**src/rtl/gpio_port.sv**
```systemverilog
module gpio_port #(
  parameter int W = 8
) (
  input  logic         clk,
  input  logic         rst_n,
  input  logic [1:0]   bus_addr,
  input  logic         bus_we,
  input  logic [W-1:0] bus_wdata,
  output logic [W-1:0] bus_rdata,
  input  logic         pu_kill,
  input  logic [W-1:0] ovr_en,
  input  logic [W-1:0] ovr_oe,
  input  logic [W-1:0] ovr_out,
  input  logic [W-1:0] pad_in,
  output logic [W-1:0] pad_oe,
  output logic [W-1:0] pad_out,
  output logic [W-1:0] pad_pu
);
  localparam logic [1:0] A_DATA = 2'd0;
  localparam logic [1:0] A_DIR  = 2'd1;
  localparam logic [1:0] A_PIN  = 2'd2;

  logic [W-1:0] data_q, dir_q, sync1_q, sync2_q;

  always_ff @(posedge clk or negedge rst_n) begin
    if (!rst_n) begin
      data_q <= '0;
      dir_q  <= '0;
    end else if (bus_we) begin
      case (bus_addr)
        A_DATA:  data_q <= bus_wdata;
        A_DIR:   dir_q  <= bus_wdata;
        A_PIN:   data_q <= data_q ^ bus_wdata;
        default: ;
      endcase
    end
  end

  always_ff @(posedge clk or negedge rst_n) begin
    if (!rst_n) begin
      sync1_q <= '0;
      sync2_q <= '0;
    end else begin
      sync1_q <= pad_in;
      sync2_q <= sync1_q;
    end
  end

  always_comb begin
    case (bus_addr)
      A_DATA:  bus_rdata = data_q;
      A_DIR:   bus_rdata = dir_q;
      A_PIN:   bus_rdata = sync2_q;
      default: bus_rdata = '0;
    endcase
  end

  assign pad_oe  = (ovr_en & ovr_oe)  | (~ovr_en & dir_q);
  assign pad_out = (ovr_en & ovr_out) | (~ovr_en & data_q);
  assign pad_pu  = ~ovr_en & ~dir_q & data_q & {W{~pu_kill}};

  // toggle write flips selected data bits, direction stays
  a_r4_toggle: assert property (@(posedge clk) disable iff (!rst_n)
    (bus_we && bus_addr == A_PIN) |=> (data_q == ($past(data_q) ^ $past(bus_wdata))) && $stable(dir_q));

  // unmapped write leaves both registers alone
  a_r9_unmapped_write: assert property (@(posedge clk) disable iff (!rst_n)
    (bus_we && bus_addr == 2'd3) |=> $stable(data_q) && $stable(dir_q));

  // global kill removes every pull-up
  a_r6_kill: assert property (@(posedge clk) disable iff (!rst_n)
    pu_kill |-> pad_pu == '0);

  // a pin never pulls up while its driver is enabled
  a_r7_pu_vs_drive: assert property (@(posedge clk) disable iff (!rst_n)
    (pad_pu & pad_oe) == '0);

  // synchronized input is not disturbed by bus writes
  a_r3_pin_path: assert property (@(posedge clk) disable iff (!rst_n)
    1'b1 |=> sync2_q == $past(sync1_q));

  // no write means registers hold
  a_r8_hold: assert property (@(posedge clk) disable iff (!rst_n)
    !bus_we |=> $stable(data_q) && $stable(dir_q));
endmodule

```
**config.mk**
```make
export PLATFORM = sky130hd
export DESIGN_NAME = gpio_port
export DESIGN_NICKNAME = d
export VERILOG_FILES = /design/src/rtl/gpio_port.sv
export SDC_FILE = /design/constraint.sdc
export NUM_CORES = 1
export LEC_CHECK = 0
export BUFFER_PORTS_ARGS = -buffer_cell sky130_fd_sc_hd__buf_2
export CORE_UTILIZATION = 50
export CTS_BUF_LIST = sky130_fd_sc_hd__clkbuf_2
export DETAILED_ROUTE_END_ITERATION = 10
export PLACE_DENSITY = 0.86
export SKIP_LAST_GASP = 1
export SYNTH_ARGS = -nofsm -noshare
export SYNTH_HDL_FRONTEND = slang
export SYNTH_SLANG_ARGS = --single-unit
```
**constraint.sdc**
```tcl
create_clock -name clk -period 2.2 [get_ports clk]
set_clock_uncertainty 0.2 [all_clocks]
set_input_delay 0.22 -clock clk [delete_from_list [all_inputs] [get_ports clk]]
set_output_delay 0.22 -clock clk [all_outputs]
set_load 0.02 [all_outputs]
```
==> results summary, run 1 <==
Sequential elements use 51.2% of the synthesized area. In this run the core area contains 19 standard-cell rows. At the pin with the least slew margin, the transition time is 0.702 ns. The setup path with the least slack is of type flop to output port. The routed design uses 285 µm of met3 wire. The buffer levels on the longest clock path came out at 2. Walking the worst path, the cells encountered are nor4b_1 > buf_2.

The placed instance count came out at about 230. The share of post-route cells with drive strength above 1 came out at 49.3%. The count of vias placed by the detailed router is roughly 1,400. The initial standard-cell utilization of the core came out at a little over half. The static leakage is ~1.1 nW.

The pre-antenna-repair detailed-routing pass consisted of 7 iterations. The worst-skew pair later-pin latency is 0.36 ns. Counting instances, the worst hold path has a depth of 3.

The largest individual stage delay along the critical path comes from the cell sky130_fd_sc_hd__dfrtp_1. The TritonCTS buffer count came out at 5. The capturing element type of the critical path is an output port. The number of antenna repair diodes is 0.

Ranked by total cell area, the synthesized netlist is headed by sky130_fd_sc_hd__dfrtp_1 51%, sky130_fd_sc_hd__mux2_2 12%, sky130_fd_sc_hd__mux2_4 7.7%. The number of cell instances on the worst register-to-register path came out at 3. The clock root buffer master is sky130_fd_sc_hd__clkbuf_2. The destination of the worst hold path is dir_q[6].

The setup TNS after final layout is 0 ns. The critical register-to-register path endpoint is data_q[6]. The checks that failed: DRC.

The gate count of the mapped netlist is 130. The startpoint identified for the worst hold timing path is bus_we. The number of cells upsized or downsized after cts is 0. The area of the core region is between 2000 and 3000 µm². The depth of the CTS H-tree is 2. Setup slack on the critical path of the routed design comes to roughly 0.45 ns. The pin count of the biggest net entering global routing came out at 33. Using the TritonRoute via totals, the vias-per-cell ratio works out to 5.63. The number of antenna violations at the first check in global routing came out at 0.

The overall power is ~0.0015 W. The Yosys step of the flow raised 0 warnings. After detailed routing, the average wire length per cell comes to 15.8 µm. The cell area after synthesis is 1560 µm². For this run, design rule violations remaining after detail routing come to 4. The DRC violation total after the first TritonRoute iteration came out at 50. The biggest fanout along the worst timing path is 4.

The final critical-path required period came out at about 1.7 ns. The number of pins with negative max-slew slack in the final report is 0. The sum of overflow across all layers after global routing is 0. The largest stage delay on the critical path came out at 0.45 ns.

The worst hold path belongs to the class input port to flop. The wire length reported by the detailed router came out at about 4000 µm. Across the VDD grid, the largest voltage drop is roughly 480 µV.

The required time of the worst setup path came out at roughly 1.8 ns. Setup violations remaining at the end of the flow were counted as 0. For the worst setup path, the data arrival time is 1.33 ns.

The TritonCTS clock tree is yes. The run finished, with violations left. The sum of net half-perimeters after detailed placement came out at 2770 µm. The number of global-route vias before repair came out at ~1,600.

The clock edge transition at the registers on the reported setup and hold paths is about 0.16 ns. Of all cell types, the one taking the most synthesized area is sky130_fd_sc_hd__dfrtp_1. The floorplan step defined a die boundary enclosing 3350 µm². The register bit count reported by yosys is 32. The worst setup slack after placement is 0.538 ns. The total length of routed met2 wires came out at 2150 µm. A synthesized cell averages 12.0 µm². The register-to-register path setup slack is 1.08 ns. Setup repair after global routing left no endpoint under its margin. The final RePlAce weighted congestion came out at 0.630. The first global-routing pass estimated 6820 µm of wire. The post-synth net total is 176.

The clock sink count is 32. The wire length on met1 is 1520 µm. The post-CTS setup repair buffer count came out at 0.

The count of max-cap constraint violations came out at 0. The hold violation total from the final report came out at 0. Yosys mapped the design onto 17 distinct sky130hd cell types. The power density of the placed cells is 677 nW/µm². The number of top-level design ports is 78. The headroom to the max-slew limit came out at 53.2%. Signal routing reaches up to met4. The maximum clock frequency came out at 0.572 GHz. The y dimension of the die is slightly below 60 µm.

The final standard cell count with taps included and fillers excluded is between 200 and 300. The number of port buffers came out at 77. The horizontal die dimension came out at 57.9 µm. Together, buffers and inverters on the worst path number 1.

The worst setup path is launched from a flop. The top cell type's share of synthesized area is between 50 and 60%. The kind of cell with the highest combined delay along the critical path is flip-flops. Compared with the post-synthesis result, the final layout area differs by 38.1%. The final layout net count is approximately 270. In this run the remaining antenna-violating nets after routing total 0. The overall fraction of global-route tracks in use is 27.0%. Cells fill 75.7% of the core in the end. The startpoint identified for the worst register-to-register timing path is data_q[6]. The share of the clock period used by the worst path after layout is between 70% and 80%.
[through the flow]
stage          hold slack (ns)  instance area [µm²]
2_1_floorplan           -0.276                 1560
3_3_place_gp            0.0917                 1950
3_5_place_dp            0.0984                 1950
4_1_cts                 0.0775                 2160
5_1_grt                 0.0799                 2160
6_report                0.0941                 2160
[timing repair]
action	CTS	global route
hold buffers	17	0
hold endpoints to repair	54	0
setup endpoints to repair	0	0
[layout make-up]
class	count	area (µm²)
Sequential cell	32	801
Multi-Input combinational cell	91	721
Fill cell	194	694
Timing Repair Buffer	95	563
Tap cell	31	38.8
Clock buffer	6	30.0
Clock inverter	1	5.00
[how the worst max path moves through the flow]
stage                startpoint           end  slack, ns  depth (start not counted)
floorplan           bus_addr[1]  bus_rdata[2]       0.57                          4
global placement    bus_addr[1]  bus_rdata[1]       0.57                          5
detailed placement  bus_addr[1]  bus_rdata[5]       0.54                          5
CTS                    dir_q[2]     pad_pu[2]       0.43                          2
global route           dir_q[3]     pad_pu[3]       0.34                          2
finish                 dir_q[7]     pad_pu[7]       0.45                          2
[power breakdown]
part | switching [W] | internal (W)
clock | 0.000185 | 0.0000758
sequential | 0.0000741 | 0.000659
combinational | 0.000244 | 0.000223
total | 0.000502 | 0.000958
[cell usage in the layout, fill, tap and decap left out, drive strengths merged]
master       count
nor2b            2
dfrtp           32
mux2            24
clkinv           1
buf             78
dlygate4sd3     17
mux2i            8
clkbuf           6
nand2            9
a21oi           16
o21ai           16
nor4b            8
nand3            8
[logic make-up (layout without fill, tap and decap cells)]
group / after synthesis / in the layout / synth area share [%]
AO/OA/AOI/OAI: 32 / 32 / 10.2
buffers and inverters: 7 / 102 / 2.64
flip-flops: 32 / 32 / 51.2
multiplexers: 32 / 32 / 24.3
AND/OR/NAND/NOR: 27 / 27 / 11.5
[cell usage after synthesis]
library cell	instances
sky130_fd_sc_hd__dfrtp_1	32
sky130_fd_sc_hd__a21oi_1	16
sky130_fd_sc_hd__mux2_2	16
sky130_fd_sc_hd__o21ai_0	16
sky130_fd_sc_hd__mux2_4	8
sky130_fd_sc_hd__mux2i_1	8
sky130_fd_sc_hd__nand2_1	8
sky130_fd_sc_hd__nand3_1	8
sky130_fd_sc_hd__nor4b_1	8
sky130_fd_sc_hd__buf_2	2
sky130_fd_sc_hd__clkbuf_1	2
sky130_fd_sc_hd__buf_4	1
sky130_fd_sc_hd__buf_6	1
sky130_fd_sc_hd__clkbuf_2	1
sky130_fd_sc_hd__nand2_8	1
sky130_fd_sc_hd__nor2b_1	1
sky130_fd_sc_hd__nor2b_4	1
[layer usage]
metal	vias to the layer above	track usage (%)
li1	665	-
met1	696	30.9
met2	68	47.9
met3	11	5.36
met4	0	13.6
met5	-	0
[registers in the layout (all words and copies together), names as in the netlist]
register	cells
dir_q	8
data_q	8
sync1_q	8
sync2_q	8
[worst register-to-register path: cells and delay by family, from the launching register on]
family          cells  cell delay (ns)
compound gates      2             0.30
flops               1             0.45
simple gates        1             0.10
Power figures use the tool's default switching activity.
==> inputs of run 2 (changes only) <==
--- a/config.mk
+++ b/config.mk
@@ -6,10 +6,10 @@
 export NUM_CORES = 1
 export LEC_CHECK = 0
 export BUFFER_PORTS_ARGS = -buffer_cell sky130_fd_sc_hd__buf_2
-export CORE_UTILIZATION = 50
+export CORE_UTILIZATION = 42
 export CTS_BUF_LIST = sky130_fd_sc_hd__clkbuf_2
 export DETAILED_ROUTE_END_ITERATION = 10
-export PLACE_DENSITY = 0.86
+export PLACE_DENSITY = 0.77
 export SKIP_LAST_GASP = 1
 export SYNTH_ARGS = -nofsm -noshare
 export SYNTH_HDL_FRONTEND = slang
==> constraint.sdc (replaced) <==
create_clock -name clk -period 1.5 [get_ports clk]
set_clock_uncertainty 0.2 [all_clocks]
set_input_delay 0.15 -clock clk [delete_from_list [all_inputs] [get_ports clk]]
set_output_delay 0.15 -clock clk [all_outputs]
set_load 0.02 [all_outputs]
==> run 2 against run 1 <==
Against the previous run: the flow finishes with violations (setup timing); cell count is 13% higher; count of clock-buffer cells in the layout stayed put; clock power rose by 46%; via count increased by 0.63%; critical path type unchanged; critical endpoint is now pad_oe[7].
==> results summary, run 2 (synthesis gave the netlist of run 1 again) <==
The first-pass GRT wire length was 7040 µm (+3.3%). The number of antenna violations at the first check in global routing is 0 (unchanged). The number of port buffers was 77 (unchanged). The die outline area is 3970 µm² (+18%). The depth of the CTS H-tree is 2 (unchanged).

The area of the core region came out at 3440 µm² (+21%). The biggest fanout along the worst timing path is 4 (unchanged). The critical path class is flop to output port. The power density of the placed cells is 952 nW/µm² (+41%). The startpoint identified for the worst register-to-register timing path is data_q[6]. The buffer levels on the longest clock path came out at 2 (unchanged).

The worst hold margin is 0.0200 ns (-0.0742 ns). The pin count of the biggest net entering global routing came to 19 (-42%). The TritonCTS buffer count came out at 5 (unchanged). The largest stage delay on the critical path came to 0.45 ns (about the same). The final setup slack of the worst path is -0.104 ns (-0.556 ns). The number of antenna repair diodes is 0 (unchanged). In the finished design, the share of the clock period the worst path needs comes to 107%. The DRC violation total after the first TritonRoute iteration was 94 (+88%). Leaving out fill and tap cells, the most frequent cells in the layout are 50 x sky130_fd_sc_hd__buf_2, 29 x sky130_fd_sc_hd__dfrtp_1, 29 x sky130_fd_sc_hd__buf_4, 18 x sky130_fd_sc_hd__dlygate4sd3_1, 17 x sky130_fd_sc_hd__buf_6. The number of global-route vias before repair came out at 1,523 (-2.4%).

The register-to-register path setup slack is 0.18 ns (-0.90 ns). The number of cell instances on the worst register-to-register path came to 5 (+2). The mean number of vias per cell is 5.00 (-11%). The highest ir drop seen on vdd is 610 µV (+26%). The number of pins with negative max-slew slack in the final report came to 0 (unchanged). The worst hold path belongs to the class input port to async pin. The hold violation total from the final report came out at 0 (unchanged). The startpoint kind of the worst setup timing path is a flop. The final critical-path required period came out at 1.60 ns.

The post-detailed-route count of antenna-violating nets is 0 (unchanged). The headroom to the max-slew limit is 74.4% (+21 points). The sum of overflow across all layers after global routing is 0 (unchanged). The share of post-route cells with drive strength above 1 came out at 57.8% (+8.5 points). The worst-path cell with the longest stage delay is sky130_fd_sc_hd__dfrtp_1. The final layout net count came to 290 (+7.0%). The count of TritonRoute iterations in the first routing pass is 4 (-3). The flow ran to the end, but the final reports show violations. The slew at the pin with the worst max-slew slack is 0.384 ns (-0.317 ns). The critical path starts at dir_q[7]. The sum of net half-perimeters after detailed placement is 2720 µm (-2.0%). The overall fraction of global-route tracks in use came to 23.5% (-3.5 points).

The area growth from synthesis to final layout is 62.3%. The static leakage came out at 1.24 nW (+16%). The count of max-cap constraint violations came out at 0 (unchanged). The maximum clock frequency came out at between 0.6 and 0.7 GHz. Walking the worst path, the cells encountered are mux2_4 > buf_6. The worst-skew pair later-pin latency was 0.37 ns (about the same). The clock edge transition at the registers on the reported setup and hold paths is 0.15 ns (about the same). The worst register-to-register path ends at data_q[6]. Setup repair after global routing could not meet its margin everywhere. The y dimension of the die came out at 63 µm (+8.8%). The checks that failed: setup timing. In this run the worst setup path terminates at pad_oe[7]. The count of vias placed by the detailed router is 1,449 (+0.63%). The capturing element type of the critical path is an output port.

The row count was 21 (+2). The number of top-level design ports came to 78 (unchanged). The final RePlAce weighted congestion is 0.792 (+26%). The wire length reported by the detailed router was 4210 µm (+4.4%). The horizontal die dimension is 63 µm (+8.8%).

TritonCTS built the clock tree. The required time of the worst setup path is 1.15 ns (-0.63 ns). The average detailed-routed wire length per instance came out at 14.5 µm (-7.8%).

The overall power came out at 0.00241 W (+65%). The detailed-route DRC error count is 0 (-4). The most common cell after layout, fill and taps aside is sky130_fd_sc_hd__buf_2.

The cell sitting at the root of the clock tree is a sky130_fd_sc_hd__clkbuf_2. The initial standard-cell utilization of the core is 45.4% (-9.4 points). The final number of setup-violating endpoints came out at 32 (+32).

The arrival time at the worst endpoint is 1.25 ns (-0.08 ns). The worst setup slack after placement came out at 0.112 ns (-0.426 ns). The clock sink count is 32 (unchanged).
-- run 2: cell types whose count changed in the layout (fill, tap and decap cells not counted), moves of 8 or more --
cell                      previous run  this run
sky130_fd_sc_hd__buf_4               1        29
sky130_fd_sc_hd__buf_2              77        50
sky130_fd_sc_hd__buf_6               0        17
sky130_fd_sc_hd__nor4b_1             8         0
sky130_fd_sc_hd__nor4b_2             0         8
sky130_fd_sc_hd__o21ai_0            16         8
sky130_fd_sc_hd__o21ai_1             0         8
-- run 2: layout make-up --
class | count | area (µm²)
clock inverters | 1 | 5.00
clock buffers | 6 | 30.0
fillers | 246 | 906
well taps | 46 | 57.6
multi-input cells | 91 | 800
repair buffers | 114 | 840
flip-flops and latches | 32 | 805
-- run 2: through the flow --
step / TNS, ns / cell area [µm²] / std cells / util, %
after floorplan: 0 / 1610 / 130 / -
after global placement: 0 / 2060 / 252 / 59.8
after detailed placement: 0 / 2060 / 252 / 59.8
after CTS: -2.50 / 2490 / 287 / 72.4
after global routing: -4.59 / 2540 / 290 / 73.7
final: -2.29 / 2540 / 290 / 73.7
-- run 2: what timing repair did --
| action | CTS | global route |
|---|---|---|
| endpoints found under the hold margin | 56 | 0 |
| hold buffers | 18 | 0 |
| gates resized for setup | 53 | 10 |
| pin swaps | 8 | 1 |
| setup endpoints to repair | 32 | 32 |
| buffers inserted | 10 | 3 |
-- run 2: power by group --
part | switching [W] | internal (W)
registers | 0.000111 | 0.000970
logic | 0.000412 | 0.000539
clock network | 0.000271 | 0.000111
total | 0.000794 | 0.00162
-- run 2: how the worst min path moves through the flow --
stage                            from         end  slack, ns  cells past startpoint
after detailed placement        rst_n  sync1_q[6]      -0.11                      1
after global routing      bus_addr[1]   data_q[6]       0.02                      3
after CTS                       rst_n  sync1_q[6]      0.003                      2
after floorplan                 rst_n   data_q[0]      -0.35                      0
after global placement          rst_n  sync1_q[6]      -0.11                      1
final                           rst_n  sync1_q[2]       0.02                      2
-- run 2: per-layer routing --
| layer | up-vias | share of wire (%) | wire, µm | track usage (%) |
|---|---|---|---|---|
| met5 | - | 0 | 0 | 0 |
| met4 | 0 | 1.9 | 80 | 9.30 |
| met3 | 11 | 6.0 | 254 | 6.57 |
| met2 | 63 | 52 | 2210 | 41.3 |
| met1 | 669 | 40 | 1670 | 26.7 |
| li1 | 706 | - | - | - |
-- run 2: critical path: cells and delay by family, from the launching register on --
kind	cells	cell delay (ns)
buffers and inverters	1	0.13
DFF	1	0.45
muxes	1	0.30
==> inputs of run 3 (changes only) <==
--- a/config.mk
+++ b/config.mk
@@ -10,6 +10,7 @@
 export CTS_BUF_LIST = sky130_fd_sc_hd__clkbuf_2
 export DETAILED_ROUTE_END_ITERATION = 10
 export PLACE_DENSITY = 0.77
+export REMOVE_ABC_BUFFERS = 1
 export SKIP_LAST_GASP = 1
 export SYNTH_ARGS = -nofsm -noshare
 export SYNTH_HDL_FRONTEND = slang
==> run 3 against run 2 <==
Against the previous run: the flow still finishes with violations (setup timing); worst hold slack improved by 0.029 ns; sequential power barely moved; core utilization grew 4.0 points; maximum frequency decreased by 2.9%; non-clock buffer count increased by 4; global-route usage increased by 0.76 points; register-to-register slack better by 0.04 ns; final area up 5.5%; largest cell class unchanged; largest power group unchanged.
==> results summary, run 3 (synthesis gave the netlist of run 1 again) <==
The area of the core region came out at 3440 µm² (unchanged). The count of vias placed by the detailed router was 1,531 (+5.7%). The final critical-path required period came out at 1.65 ns (+0.0482 ns). The share of post-route cells with drive strength above 1 is 59.0% (+1.2 points). The placed instance count came out at 252 (unchanged).

The root buffer cell chosen for the clock tree is sky130_fd_sc_hd__clkbuf_2. The buffer levels on the longest clock path is 2 (unchanged). The area of all sequential standard cells came to 801 µm² (-0.47%). The run finished, with violations left. The headroom to the max-slew limit came out at 74.4% (about the same). The detailed-route DRC error count came out at 0 (unchanged). The library cell used most frequently in the layout, excluding fill and tap cells, is sky130_fd_sc_hd__buf_2. The top cell types in the final layout, fill and taps aside, are 49 x sky130_fd_sc_hd__buf_2, 32 x sky130_fd_sc_hd__dfrtp_1, 25 x sky130_fd_sc_hd__buf_6, 24 x sky130_fd_sc_hd__buf_4.

The required time of the worst setup path is 1.15 ns (about the same). The share of the clock period used by the worst path after layout came out at 110% (+3.2 points). The number of global-route vias before repair is 1,592 (+4.5%). The number of port buffers is 77 (unchanged). The average detailed-routed wire length per instance came out at 16.0 µm (+9.8%).

The slew at the pin with the worst max-slew slack came to 0.383 ns (-0.00110 ns). The post-detailed-route count of antenna-violating nets came to 0 (unchanged). Setup repair after global routing could not meet its margin everywhere. The TritonCTS clock tree is yes.

The y dimension of the die is 63 µm (unchanged). The final standard cell count with taps included and fillers excluded is 295 (+1.7%). The biggest fanout along the worst timing path is 4 (unchanged). The clock edge transition at the registers on the reported setup and hold paths is 0.17 ns (+0.02 ns). The count of TritonRoute iterations in the first routing pass came to 5 (+1).

The number of fill cells came out at 208 (-15%). The number of top-level design ports is 78 (unchanged). The worst-skew pair later-pin latency is 0.37 ns (about the same). The sum of net half-perimeters after detailed placement came out at 2590 µm (-4.7%). The final setup slack of the worst path is -0.153 ns (-0.0482 ns). The multi-input combinational cell area came out at 837 µm² (+4.7%). The power density of the placed cells came out at 1010 nW/µm² (+6.0%). The DRC violation total after the first TritonRoute iteration is 44 (-53%). The signal on the critical path passes through nor4b_2 > buf_2. The core occupancy in the finished layout is 77.7% (+4.0 points).

The number of antenna repair diodes is 0 (unchanged). The first-pass GRT wire length came out at 7250 µm (+2.9%). The number of antenna violations at the first check in global routing was 0 (unchanged). The sum of overflow across all layers after global routing came out at 0 (unchanged). The final number of setup-violating endpoints was 32 (unchanged). The arrival time at the worst endpoint came out at 1.30 ns (+0.05 ns). The maximum clock frequency came out at 0.605 GHz (-2.9%). The wire length reported by the detailed router is 4710 µm (+12%).

The setup TNS after final layout came out at -2.88 ns (-0.597 ns). The final layout net count is 294 (+1.4%). In this run the worst hold path is classified as input port to async pin. The overall fraction of global-route tracks in use came out at 24.3% (+0.76 points). The pin count of the biggest net entering global routing came out at 30 (+11).

The horizontal die dimension was 63 µm (unchanged). The row count came to 21 (unchanged). The die outline area came out at 3970 µm² (unchanged).

The area growth from synthesis to final layout is 71.2%. The startpoint kind of the worst setup timing path is a flop. The mean number of vias per cell is 5.19 (+3.9%). The slowest stage of the critical path is the sky130_fd_sc_hd__dfrtp_1 cell. The final RePlAce weighted congestion was 0.715 (-9.7%).

The final reports fail on setup timing. The clock sink count is 32 (unchanged). The static leakage came out at 1.30 nW (+5.4%). The count of max-cap constraint violations came out at 0 (unchanged).

The largest stage delay on the critical path is 0.46 ns (about the same). The depth of the CTS H-tree came out at 2 (unchanged). The initial standard-cell utilization of the core is 45.4% (unchanged).

The hold violation total from the final report is 0 (unchanged). The TritonCTS buffer count is 5 (unchanged). The number of pins with negative max-slew slack in the final report came out at 0 (unchanged). By startpoint and endpoint, the worst setup path is classified as flop to output port. The highest ir drop seen on vdd is 698 µV (+14%).

The capturing element type of the critical path is an output port.
run 3: cell types whose count changed in the layout (fill, tap and decap cells not counted), sizes merged:
| cell | change |
|---|---|
| clkbuf | -1 |
| dlygate4sd3 | +1 |
| buf | +3 |
| clkinv | +1 |
| bufinv | +1 |
run 3: layout make-up:
type                            instances  share of cell area (%)
Timing Repair Buffer                  118                    34.3
Multi-Input combinational cell         91                    31.3
Sequential cell                        32                    29.9
Tap cell                               46                    2.15
Clock inverter                          3                    1.40
Clock buffer                            5                   0.935
run 3: stage by stage:
stage                     hold slack (ns)  total power [W]  cell area (µm²)  setup WS (ns)
after global routing               0.0164          0.00283             2680         -0.263
after global placement             -0.230          0.00172             2020          0.178
after floorplan                    -0.346          0.00146             1520        -0.0205
final                              0.0492          0.00270             2680         -0.153
after detailed placement           -0.233          0.00174             2020          0.145
after CTS                          0.0491          0.00259             2570         -0.109
run 3: what timing repair did:
item	4_1_cts	5_1_grt
resized for setup	58	30
setup endpoints to repair	32	32
hold buffers	19	0
endpoints found under the hold margin	56	0
setup buffers	13	3
pin swaps	8	1
run 3: critical path: cells and delay by family (launching register included):
kind	cells	cell delay [ns]
flip-flops	1	0.46
AND/OR/NAND/NOR	1	0.25
buffers and inverters	1	0.21
run 3: routing by layer:
layer  vias to the layer above  wire length, µm  global-route usage [%]
met5                         -                0                       0
met4                         0              146                    9.88
met3                        13              294                    7.12
met2                        71             2400                    41.3
met1                       732             1860                    28.4
li1                        715                -                       -
run 3: where the power goes:
part / internal [W] / switching, W
logic: 0.000603 / 0.000451
registers: 0.000967 / 0.000107
clock network: 0.000272 / 0.000298
run 3: worst paths after layout:
kind,startpoint,endpoint,slack (ns),cells after the start
worst max-delay path,dir_q[5],pad_pu[5],-0.15,2
worst min-delay path,rst_n,dir_q[3],0.05,3
worst max register to register,data_q[2],data_q[2],0.22,5
worst min register to register,sync1_q[6],sync2_q[6],0.17,0
max in group asynchronous,rst_n,data_q[5],0.48,3
min in group clk,bus_addr[1],dir_q[7],0.11,4
